==> src/rtl/df_pkg.sv <==
package df_pkg;
  typedef enum logic {
    FIRE_WAIT = 1'b0,
    FIRE_PROC = 1'b1
  } fire_st_t;

  typedef enum logic [1:0] {
    OP_ADD = 2'd0,
    OP_SUB = 2'd1,
    OP_MUL = 2'd2
  } op_kind_t;
endpackage

==> src/rtl/df_arc_fifo.sv <==
module df_arc_fifo #(
  parameter int W     = 16,
  parameter int DEPTH = 2,
  localparam int AW   = (DEPTH > 1) ? $clog2(DEPTH) : 1,
  localparam int CW   = $clog2(DEPTH + 1)
) (
  input  logic          clk,
  input  logic          rst,
  input  logic          wr,
  input  logic [W-1:0]  wdata,
  input  logic          rd,
  output logic [W-1:0]  rdata,
  output logic          full,
  output logic          afull,
  output logic          empty,
  output logic          aempty,
  output logic [CW-1:0] level
);
  localparam logic [CW-1:0] LV_TOP  = CW'(DEPTH);
  localparam logic [CW-1:0] LV_NEAR = CW'(DEPTH - 1);
  localparam logic [AW-1:0] PTR_END = AW'(DEPTH - 1);

  logic [W-1:0]  mem [DEPTH];
  logic [AW-1:0] wptr, rptr;
  logic          wr_ok, rd_ok;

  // a write into a full arc is legal only when the same edge frees a slot
  assign wr_ok = wr && (!full || rd);
  assign rd_ok = rd && !empty;

  always_ff @(posedge clk) begin
    if (wr_ok) mem[wptr] <= wdata;
  end

  always_ff @(posedge clk) begin
    if (rst) begin
      wptr  <= '0;
      rptr  <= '0;
      level <= '0;
    end else begin
      if (wr_ok) wptr <= (wptr == PTR_END) ? '0 : wptr + 1'b1;
      if (rd_ok) rptr <= (rptr == PTR_END) ? '0 : rptr + 1'b1;
      case ({wr_ok, rd_ok})
        2'b10:   level <= level + 1'b1;
        2'b01:   level <= level - 1'b1;
        default: level <= level;
      endcase
    end
  end

  assign rdata  = mem[rptr];
  assign full   = (level == LV_TOP);
  assign afull  = (level == LV_NEAR);
  assign empty  = (level == '0);
  assign aempty = (level == CW'(1));
endmodule

==> src/rtl/df_predict.sv <==
module df_predict (
  input  logic wr,
  input  logic rd,
  input  logic full,
  input  logic afull,
  input  logic empty,
  input  logic aempty,
  output logic nxt_full,
  output logic nxt_empty
);
  // state of the arc after the coming edge, from flags plus this cycle's traffic
  assign nxt_full  = (!rd && full)  || (!rd && wr && afull);
  assign nxt_empty = (!wr && empty) || (!wr && rd && aempty);
endmodule

==> src/rtl/df_fire_ctrl.sv <==
module df_fire_ctrl #(
  parameter int N_IN = 2
) (
  input  logic            clk,
  input  logic            rst,
  input  logic [N_IN-1:0] in_nxt_empty,
  input  logic            out_nxt_full,
  output logic            fire
);
  import df_pkg::*;

  fire_st_t st, st_nxt;

  always_comb begin
    if (!(|in_nxt_empty) && !out_nxt_full) st_nxt = FIRE_PROC;
    else                                   st_nxt = FIRE_WAIT;
  end

  always_ff @(posedge clk) begin
    if (rst) st <= FIRE_WAIT;
    else     st <= st_nxt;
  end

  assign fire = (st == FIRE_PROC);
endmodule

==> src/rtl/df_node.sv <==
module df_node #(
  parameter int               W     = 16,
  parameter int               DEPTH = 2,
  parameter df_pkg::op_kind_t OP    = df_pkg::OP_ADD
) (
  input  logic         clk,
  input  logic         rst,
  input  logic         a_wr,
  input  logic [W-1:0] a_data,
  output logic         a_full,
  input  logic         b_wr,
  input  logic [W-1:0] b_data,
  output logic         b_full,
  output logic         out_wr,
  output logic [W-1:0] out_data,
  input  logic         out_full
);
  import df_pkg::*;

  localparam int N_IN = 2;
  localparam int CW   = $clog2(DEPTH + 1);

  logic [N_IN-1:0] arc_wr;
  logic [W-1:0]    arc_wdata [N_IN];
  logic [W-1:0]    arc_head  [N_IN];
  logic [CW-1:0]   arc_lvl   [N_IN];
  logic [N_IN-1:0] arc_nxt_full;
  logic [N_IN-1:0] arc_nxt_empty;
  logic            fire;
  logic [CW-1:0]   a_lvl, b_lvl;
  logic [W-1:0]    op_res;

  assign arc_wr       = {b_wr, a_wr};
  assign arc_wdata[0] = a_data;
  assign arc_wdata[1] = b_data;

  for (genvar i = 0; i < N_IN; i++) begin : g_arc
    logic f, af, e, ae;

    df_arc_fifo #(.W(W), .DEPTH(DEPTH)) u_fifo (
      .clk    (clk),
      .rst    (rst),
      .wr     (arc_wr[i]),
      .wdata  (arc_wdata[i]),
      .rd     (fire),
      .rdata  (arc_head[i]),
      .full   (f),
      .afull  (af),
      .empty  (e),
      .aempty (ae),
      .level  (arc_lvl[i])
    );

    df_predict u_pred (
      .wr        (arc_wr[i]),
      .rd        (fire),
      .full      (f),
      .afull     (af),
      .empty     (e),
      .aempty    (ae),
      .nxt_full  (arc_nxt_full[i]),
      .nxt_empty (arc_nxt_empty[i])
    );
  end

  df_fire_ctrl #(.N_IN(N_IN)) u_ctrl (
    .clk          (clk),
    .rst          (rst),
    .in_nxt_empty (arc_nxt_empty),
    .out_nxt_full (out_full),
    .fire         (fire)
  );

  if (OP == OP_SUB) begin : g_op_sub
    assign op_res = arc_head[0] - arc_head[1];
  end else if (OP == OP_MUL) begin : g_op_mul
    assign op_res = arc_head[0] * arc_head[1];
  end else begin : g_op_add
    assign op_res = arc_head[0] + arc_head[1];
  end

  assign a_lvl    = arc_lvl[0];
  assign b_lvl    = arc_lvl[1];
  assign a_full   = arc_nxt_full[0];
  assign b_full   = arc_nxt_full[1];
  assign out_wr   = fire;
  assign out_data = op_res;
endmodule

==> config.mk <==
export PLATFORM = sky130hd
export DESIGN_NAME = df_node
export DESIGN_NICKNAME = d
export VERILOG_FILES = /design/src/rtl/df_pkg.sv /design/src/rtl/df_arc_fifo.sv /design/src/rtl/df_predict.sv /design/src/rtl/df_fire_ctrl.sv /design/src/rtl/df_node.sv
export SDC_FILE = /design/constraint.sdc
export NUM_CORES = 1
export LEC_CHECK = 0
export BUFFER_PORTS_ARGS = -buffer_cell sky130_fd_sc_hd__buf_2
export CORE_ASPECT_RATIO = 0.6
export CORE_MARGIN = 2
export CORE_UTILIZATION = 50
export CTS_CLUSTER_DIAMETER = 100
export DETAILED_ROUTE_END_ITERATION = 12
export GPL_TIMING_DRIVEN = 0
export HOLD_SLACK_MARGIN = 0.1
export PLACE_DENSITY = 0.75
export SLEW_MARGIN = 20
export SYNTH_ARGS = -nofsm -noshare
export SYNTH_HDL_FRONTEND = slang
export SYNTH_HIERARCHICAL = 1
export SYNTH_SLANG_ARGS = --single-unit
==> constraint.sdc <==
create_clock -name clk -period 3.05 [get_ports clk]
set_input_delay 0.4575 -clock clk [delete_from_list [all_inputs] [get_ports clk]]
set_output_delay 0.4575 -clock clk [all_outputs]
set_load 0.005 [all_outputs]
==> impl_summary.md <==
Finish
Of the cells placed in the final design, the portion with a size suffix greater than 1 is 0.508. The count of nets after finishing is 418. From synthesis to final layout, the design area changed by 33.6%. The non-filler instance count after layout is between 400 and 500. The number of antenna diodes in the final layout is 0. With fillers left out, the area of the finished cells amounts to between 0.004 and 0.005 sq mm.

STA
The number of failing hold endpoints at the final stage is 0. The max-slew violation count was 0. Setup repair after global routing could not meet its margin everywhere. At the pin with the least slew margin, the transition time is around 0.9 ns. The clock tree skew after final layout is slightly above 0.005 ns. The number of setup violations in the final report is 8. The total negative slack for setup checks is -1.38 ns. The maximum achievable frequency is slightly below 300 MHz. The worst pin sits at a relative slew slack of 0.386. The final critical delay including setup and external delays is 3.40 ns.

The fraction of the cycle the final worst path needs is 1.12. The minimum setup slack in the final design is -0.354 ns.

Synthesis
After synthesis the cells add up to roughly 0.0037 sq mm. Counting flops with a built-in enable in the synthesized netlist gives 64. The share of synthesized cell area in and, or, nand and nor gates is 0.0565.

The number of nets in the synthesized netlist is 327. A synthesized cell averages between 10 and 15 sq um. Synthesis inferred 75 register bits. The number of standard cells after synthesis is approximately 270.

By area the synthesized netlist is led by sky130_fd_sc_hd__edfxtp_1 (51%), sky130_fd_sc_hd__mux2_4 (8.0%), sky130_fd_sc_hd__ha_1 (7.7%). After synthesis, the share of cell area in mux cells is 0.125. The biggest area contributor in the post-synthesis netlist is sky130_fd_sc_hd__edfxtp_1. The synthesis warning total is 6.

Synthesis instantiated 37 different standard cells from the library. The compound-cell area share of the yosys netlist is 0.0823. The fraction of registers with async set/reset is 0. By area, the combinational part of the netlist is dominated by multiplexers. After synthesis, the most frequently instantiated cells are sky130_fd_sc_hd__edfxtp_1 (64), sky130_fd_sc_hd__ha_1 (23), sky130_fd_sc_hd__nor2_1 (22). Yosys instantiated no cell more often than sky130_fd_sc_hd__edfxtp_1.

The adder and majority gate portion of the synthesized area is 0.0823. The register area share after synthesis is 0.573. The parity-gate share of the synthesized area counting xor and xnor cells is 0.0492. The share of synthesized area in the top cell type comes to 0.514.

The most used flip-flop cell after synthesis is sky130_fd_sc_hd__edfxtp_1.

Clock network
The clock drives between 70 and 80 sinks. The number of clock buffers added by TritonCTS is 9. The hold buffer count at cts is 0. After clock tree synthesis, the clock-pin slew on the worst setup and hold paths is ~0.060 ns. The number of H-tree levels is 3. TritonCTS built the clock tree. In this run the clock root is driven by a sky130_fd_sc_hd__clkbuf_16. No sink is reached through more buffers than the 2 on the longest clock path. At the later pin of the worst-skew pair, clock insertion delay measures between 0.3 and 0.4 ns.

Outcome
The flow ran to the end, but the final reports show violations. The checks that failed: negative setup slack.

Power
IR analysis of the VDD net gives a maximum drop of approximately 440 uV. The analysis attributes to cell leakage a power of between 1.5 and 2 nW. Overall power consumption after layout is estimated at ~4.0 mW. In this run the power spent charging and discharging nets is between 1 and 1.5 mW. The internal power is about 2.7 mW. Of the total power, combinational logic draws 0.406. Of the total power, registers draw 0.327. Of the total power, the share spent switching nets is 0.320. In this run the power density over the cells is between 800 and 900 mW/mm^2. The share of total power dissipated in the clock network is 0.267.

Setup path
The arrival time reported for the critical path endpoint is between 2 and 3 ns. Data on the critical path is required at its endpoint by 2.59 ns. The critical path class is reg2out.

The destination of the worst register-to-register timing path is g_arc[0].u_fifo/mem[1][13]. Setup slack on the worst reg-to-reg path comes out at ~1.1 ns. The count of cells along the worst register-to-register path is 5. Walking the worst path, the cells encountered are buf_6 > mux2_4 > ha_4 > fa_2 > a21o_4 > a311oi_4 > buf_4 > o21ai_4 > a311oi_2 > nor3_2 > buf_2. Grouping stages by cell kind, the critical path spends the most delay in compound AO/OA/AOI/OAI gates. The critical register-to-register path startpoint is g_arc[0].u_fifo/level[0].

The critical path's slowest cell is sky130_fd_sc_hd__fa_2. The worst path buffer plus inverter count is 3. STA classifies the critical path endpoint as an output pin. The type of element launching the critical path is a register. The biggest cell delay along the critical path is around 0.34 ns. The largest fanout on the critical path is 4.

Worst hold path
The cell count of the worst hold path is 2. The terminating pin of the worst hold path is u_ctrl/fire. The startpoint of the lowest-slack hold path is out_full. The path category of the worst min-delay check is in2reg.

Floorplanning
The total I/O pin count is 56. The chip width is roughly 120 um. The floorplan has 24 rows. After floorplanning, the core was sized to cover ~0.0073 sq mm. The height of the die is 71.0 um. The area of the die is between 0.008 and 0.009 sq mm.

The initial utilization of the core area, before any placement, comes to 0.515.

Detailed routing
After the first detailed-routing iteration, the DRC count stood at 262. Wires add up to approximately 8000 um. Dividing the detail-routed wire length by the instance count gives ~17 um. The count of nets left with antenna violations once routing finished came out at 0.

The final route contains 2483 vias. The ratio of routed vias to standard cells is between 5 and 6. In the routed design, unresolved DRC markers number 0.

For this run, the detailed router's first-pass iteration total came to 5.

Placed design
The area of placed instances is between 0.004 and 0.005 sq mm. The number of placed instances, taps included, is ~430. Routability-driven placement finished with a final weighted congestion of about 0.88. Detailed placement ended at an HPWL of ~5100 um. In this run the tool buffered the top-level ports with 55 buffer cells. At the placement stage, the worst setup path has a slack of -0.224 ns.

GRT
The overall global routing resource usage is 0.190. The met1 track demand over resource in global routing is 0.282. The global-route met3 utilization is 0.0557. After global routing, the most crowded layer is met1.

The number of global-route vias before repair was roughly 2300. Entering global routing, the biggest net connects 17 pins. For met2 alone, demand over resource in global routing was 0.273. The wire length of the first global-routing pass is 11500 um. The total congestion overflow is 0. The number of antenna violations at the first check in global routing came to 0.

Flow run
The number of maximum-capacitance violations is 0.
timing repair:
item | in CTS | in global routing
setup buffers | 9 | 17
gates resized for setup | 37 | 26
pin swaps | 13 | 23
setup endpoints to repair | 9 | 9
state kept, by name, summed over array words and instances (netlist names), named ones only:
name	cells
g_arc.u_fifo/mem	64
g_arc.u_fifo/level	4
u_ctrl/fire	1
g_arc.u_fifo/rptr	2
g_arc.u_fifo/wptr	2
layout by cell type (no fill, tap or decap), types with 4 or more instances in the layout:
master and count:
sky130_fd_sc_hd__edfxtp_1 64, sky130_fd_sc_hd__buf_2 55, sky130_fd_sc_hd__buf_4 25, sky130_fd_sc_hd__mux2_4 24
sky130_fd_sc_hd__nor2_1 17, sky130_fd_sc_hd__a21oi_1 15, sky130_fd_sc_hd__ha_4 13, sky130_fd_sc_hd__xnor2_1 12
sky130_fd_sc_hd__inv_1 10, sky130_fd_sc_hd__ha_1 10, sky130_fd_sc_hd__mux2_2 10, sky130_fd_sc_hd__xor2_1 9
sky130_fd_sc_hd__clkbuf_16 9, sky130_fd_sc_hd__dfxtp_1 9, sky130_fd_sc_hd__nand2_1 7, sky130_fd_sc_hd__o21ai_0 5
sky130_fd_sc_hd__nor2_2 5, sky130_fd_sc_hd__a21oi_2 4
how the worst max path moves through the flow:
stage                   end  slack (ns)     start  depth (start not counted)
3_3_place_gp   out_data[10]       -0.23  register                         10
4_1_cts        out_data[12]       -0.34  register                         10
5_1_grt        out_data[10]       -0.45  register                         11
3_5_place_dp   out_data[10]       -0.22  register                         10
2_1_floorplan  out_data[10]        0.17  register                          9
6_report       out_data[10]       -0.35  register                         11
final cells by class:
type | count | area [sq um]
well taps | 104 | 130
inverters | 11 | 41.3
clock inverters | 7 | 83.8
repair buffers | 81 | 490
fillers | 508 | 2270
flip-flops and latches | 75 | 2150
multi-input cells | 174 | 1810
plain buffers | 5 | 66.3
clock buffers | 9 | 225
per-layer routing:
metal	up-vias	share of wire
met2	92	0.45
met1	1209	0.48
met3	9	0.069
li1	1173	-
met4	0	0.0080
met5	-	0
stage by stage:
step,hold WS [ns],utilization
after floorplan,0.479,-
after global placement,0.495,0.570
after detailed placement,0.515,0.572
after CTS,0.278,0.654
after global routing,0.275,0.688
final,0.289,0.688
cells by family (layout without fill, tap and decap cells):
family	Yosys count	after routing
flip-flops	75	75
AO/OA/AOI/OAI	48	48
AND/OR/NAND/NOR	46	46
multiplexers	35	35
adder cells (fa/ha/maj)	24	24
XOR/XNOR	21	21
buffers and inverters	17	113
power by group through the flow:
stage          Clock (mW)  Sequential (mW)  Combinational [mW]
2_1_floorplan           0             1.32               0.827
3_3_place_gp            0             1.32                1.17
3_5_place_dp            0             1.33                1.19
4_1_cts              1.09             1.31                1.39
5_1_grt              1.13             1.33                1.77
6_report             1.07             1.31                1.63
Note: power is estimated with default switching activity, not from simulation.
